===== config.mk =====
export PLATFORM = sky130hd
export DESIGN_NAME = conv_retry_guard
export DESIGN_NICKNAME = d
export VERILOG_FILES = /design/src/rtl/conv_retry_guard.sv
export SDC_FILE = /design/constraint.sdc
export NUM_CORES = 1
export LEC_CHECK = 0
export BUFFER_PORTS_ARGS = -buffer_cell sky130_fd_sc_hd__buf_4
export CORE_MARGIN = 2
export CORE_UTILIZATION = 53
export DETAILED_ROUTE_END_ITERATION = 16
export GPL_TIMING_DRIVEN = 0
export PLACE_DENSITY_LB_ADDON = 0.05
export SLEW_MARGIN = 20
export SYNTH_ARGS = -nofsm -noshare
export SYNTH_HDL_FRONTEND = slang
export SYNTH_SLANG_ARGS = --single-unit

===== constraint.sdc =====
create_clock -name clk -period 1.88 [get_ports clk]
set_clock_uncertainty 0.1 [all_clocks]
set_input_delay 0.376 -clock clk [delete_from_list [all_inputs] [get_ports clk]]
set_output_delay 0.376 -clock clk [all_outputs]
set_load 0.005 [all_outputs]

===== src/rtl/conv_retry_guard.sv =====
module conv_retry_guard #(
  parameter int NSRC      = 3,
  parameter int NPHASE    = 8,
  parameter int PHASE_CYC = 16,
  parameter int RW        = 3
) (
  input  logic            clk,
  input  logic            rst_n,
  input  logic            start_i,
  input  logic [NSRC-1:0] act_i,
  input  logic            cfg_wr_i,
  input  logic [NSRC-1:0] cfg_watch_i,
  input  logic [1:0]      cfg_cap_i,
  input  logic            evt_clr_i,
  output logic            busy_o,
  output logic            done_o,
  output logic            evt_o
);
  localparam int PW = (NPHASE > 1) ? $clog2(NPHASE) : 1;
  localparam int CW = (PHASE_CYC > 1) ? $clog2(PHASE_CYC) : 1;

  logic            busy_q, done_q, evt_q, dirty_q;
  logic [NSRC-1:0] watch_q;
  logic [1:0]      cap_q;
  logic [PW-1:0]   phase_q;
  logic [CW-1:0]   cnt_q;
  logic [RW-1:0]   rtry_q;

  logic hit, allow, phase_end, corrupt, retry, last;

  assign hit       = |(act_i & watch_q);
  assign allow     = (cap_q == 2'b00) ? 1'b1 :
                     (cap_q == 2'b01) ? (rtry_q < RW'(2)) : (rtry_q < RW'(4));
  assign phase_end = busy_q && (cnt_q == CW'(PHASE_CYC - 1));
  assign corrupt   = dirty_q | (hit & allow);
  assign retry     = phase_end & corrupt;
  assign last      = (phase_q == PW'(NPHASE - 1));

  always_ff @(posedge clk) begin
    if (!rst_n) begin
      busy_q  <= 1'b0;
      done_q  <= 1'b0;
      evt_q   <= 1'b0;
      dirty_q <= 1'b0;
      watch_q <= '0;
      cap_q   <= 2'b00;
      phase_q <= '0;
      cnt_q   <= '0;
      rtry_q  <= '0;
    end else begin
      if (cfg_wr_i) begin
        watch_q <= cfg_watch_i;
        cap_q   <= cfg_cap_i;
      end
      done_q <= phase_end && !corrupt && last;
      if (retry)          evt_q <= 1'b1;
      else if (evt_clr_i) evt_q <= 1'b0;
      if (!busy_q) begin
        if (start_i) begin
          busy_q  <= 1'b1;
          phase_q <= '0;
          cnt_q   <= '0;
          dirty_q <= 1'b0;
          rtry_q  <= '0;
        end
      end else if (phase_end) begin
        cnt_q   <= '0;
        dirty_q <= 1'b0;
        if (corrupt) begin
          if (rtry_q != '1) rtry_q <= rtry_q + 1'b1;
        end else if (last) begin
          busy_q <= 1'b0;
        end else begin
          phase_q <= phase_q + 1'b1;
        end
      end else begin
        cnt_q <= cnt_q + 1'b1;
        if (hit && allow) dirty_q <= 1'b1;
      end
    end
  end

  assign busy_o = busy_q;
  assign done_o = done_q;
  assign evt_o  = evt_q;
endmodule



==> flow_summary.ini <==
[logic_synthesis]
async_flop_share = 0
syn_area_sq_um = 912
synth.net_count = 115
synth.ff_latch_count = 19
yosysWarnings = 0
postSynthCellCount = 97
synth_xor_area_frac = 0
synth_top_family_by_area = compound AO/OA/AOI/OAI gates
synth-compound-area-share = 0.206
synth_cell_types = 31
post-synth-top-area-fraction = 0.417
synth_area_leader_cell = dfxtp_1
seq_area_frac_synth = 0.417
synth-adder-area-share = 0.0686
synth_flop_cell = dfxtp_1
syn_avg_cell_area_sq_um = 9.40
synth_simple_gate_area_share = 0.182
synth.top_cells.by_area = dfxtp_1 (42%), mux2i_1 (8.8%), ha_1 (6.9%)
synth_edf_count = 0
synth.area.mux_share = 0.0878

[cts]
clkSinkCount = 19
post_cts_buffers = 0
clkLatencyLatePin_ns = 0.29
clk_pin_slew_ns = 0.10
htree_levels = 1
cts_root_buffer = clkbuf_4
cts_tree = done
cts_made_buffers = 3
clockBufferDepth = 2

[critical_path]
reg2reg_slack_ns = 0.20
cpPeakStageDelay_ns = 0.41
critPathLaunch = cnt_q[0]
cp_max_fo = 5
required_ns = 1.98
cp-start-kind = register
slowest_stage = dfxtp_1
worstPathCellList = ha_1 > and4_1 > nor3_2 > a2111o_1 > o211a_1
arrival_ns = 1.77
cp-endpoint = phase_q[0]
ff2ff_path_depth = 5
crit_type = reg -> reg
setup.worst_path.end_class = register
timing.rr.end = phase_q[0]
r2r_start = cnt_q[0]

[route]
met2_length_um = 809
routed-via-count = 770
top_layer = met4
drtAntennaViolNets = 0
via_per_inst = 5.88
drc = 0
met1_length_um = 767
drt_pass1_iterations = 5
post_drt_wl_per_cell_um = 12.8
wl_met3_um = 61
wl_um = 1680
drt_iter0_markers = 19

[place]
placed_cell_area_sq_mm = 0.00104
gp_congestion = 0.749
pre_cts_ws_ns = 0.182
port_buffers = 14
hpwlAfterDp_um = 1330

[sta]
final-setup-viol-count = 0
max_freq_mhz = 597
tightestPinTransition_ns = 0.462
setup_tns_ns = 0
maxSlewHeadroom = 0.692
fin_crit_sh = 0.892
rsz0062_at_grt = false
slew_viol_final = 0
finalHoldViolations = 0
fin_crit_ns = 1.68
setup_ws_ns = 0.204

[layout]
most-common-layout-cells = dfxtp_1 (19), buf_4 (14), nand2_1 (10)
final_common_cell = dfxtp_1
num_antenna_cells = 0
design_area_sq_mm = 0.00107
syn2layout_area_growth_pct = 17.3
final_net_count = 134
drive_above_1_share = 0.209

[global_route]
grt-ovfl-total = 0
grt_max_degree = 12
first_global_vias = 728
grt_pass1_wl_um = 2990
antenna_found_initial = 0
track_usage = 0.202

[power]
cellPowerDensity_mw_per_mm2 = 662
ir_worst_vdd_uv = 434
p_leak_nw = 0.457

[job]
max_cap_violations = 0

[floorplanning]
rows = 14
num_io_pins = 16
die_h_um = 45.5
dieArea_sq_mm = 0.00207
fp.dieW_um = 45.5
core-area_sq_mm = 0.00156
start_util = 0.585

[run_status]
outcome = complete, no violations

[min_path]
holdCritPathClass = in -> reg
min_path_cells = 3
## per-stage QoR
stage               hold slack, ns  utilization  total power [mW]  instances
floorplan                    0.346            -             0.481         97
global placement             0.356        0.665             0.513        127
detailed placement           0.365        0.665             0.515        127
CTS                          0.211        0.683             0.717        131
global route                 0.218        0.686             0.748        131
finish                       0.211        0.686             0.708        131
## cell type report
| type | instances | area, sq um |
|---|---|---|
| Clock inverter | 1 | 5.00 |
| Buffer | 3 | 12.5 |
| Clock buffer | 3 | 22.5 |
| Sequential cell | 19 | 380 |
| Tap cell | 16 | 20.0 |
| Fill cell | 130 | 489 |
| Inverter | 6 | 22.5 |
| Multi-Input combinational cell | 69 | 502 |
| Timing Repair Buffer | 14 | 105 |
## cells by family (layout without fill, tap and decap cells)
kind of cell / count (synthesis) / after routing
multiplexers: 8 / 8
AO/OA/AOI/OAI: 22 / 22
AND/OR/NAND/NOR: 34 / 34
adder cells (fa/ha/maj): 5 / 5
flip-flops: 19 / 19
buffers and inverters: 9 / 27
## power by group
part | total (mW) | leakage, nW | internal (mW) | switching (mW)
registers | 0.423 | 0.155 | 0.414 | 0.00927
clock network | 0.202 | 0.0177 | 0.0792 | 0.123
logic | 0.0831 | 0.285 | 0.0383 | 0.0448
total | 0.708 | 0.457 | 0.532 | 0.177
## critical path: cells and delay by family, from the launching register on
| family | cells | cell delay [ns] |
|---|---|---|
| simple gates | 2 | 0.42 |
| flops | 1 | 0.41 |
| compound gates | 2 | 0.40 |
| fa+ha+maj | 1 | 0.25 |
## worst min path at each step
stage / slack [ns] / start / endpoint
after floorplan: 0.35 / phase_q[1] / phase_q[1]
after global placement: 0.36 / phase_q[2] / phase_q[2]
final: 0.21 / cfg_watch_i[2] / watch_q[2]
after global routing: 0.22 / cfg_watch_i[2] / watch_q[2]
after CTS: 0.21 / cfg_watch_i[2] / watch_q[2]
after detailed placement: 0.36 / phase_q[1] / phase_q[1]
## sequential cells by signal, summed over array words and instances (netlist names)
signal,flops
busy_o,1
cap_q,2
cnt_q,4
dirty_q,1
done_o,1
evt_o,1
phase_q,3
rtry_q,3
watch_q,3
## repair_timing
action / 4_1_cts / 5_1_grt
resized for setup: 0 / 1
hold buffers: 0 / 0
setup endpoints to repair: 0 / 3
## layer usage
layer,vias up,GRT usage
met2,16,0.335
met5,-,0
li1,395,-
met3,4,0.0238
met4,0,0.124
met1,355,0.246
## Yosys cell counts (2+ instances only)
master	number
nor3_1	3
ha_1	5
dfxtp_1	19
a22oi_1	2
a21oi_1	6
a211oi_1	2
nand3_1	3
clkbuf_1	2
o2bb2ai_1	2
nand4_1	2
inv_1	6
nand2_1	10
mux2i_1	8
and4_1	2
nor2_1	9
(Power assumes the default switching activity.)
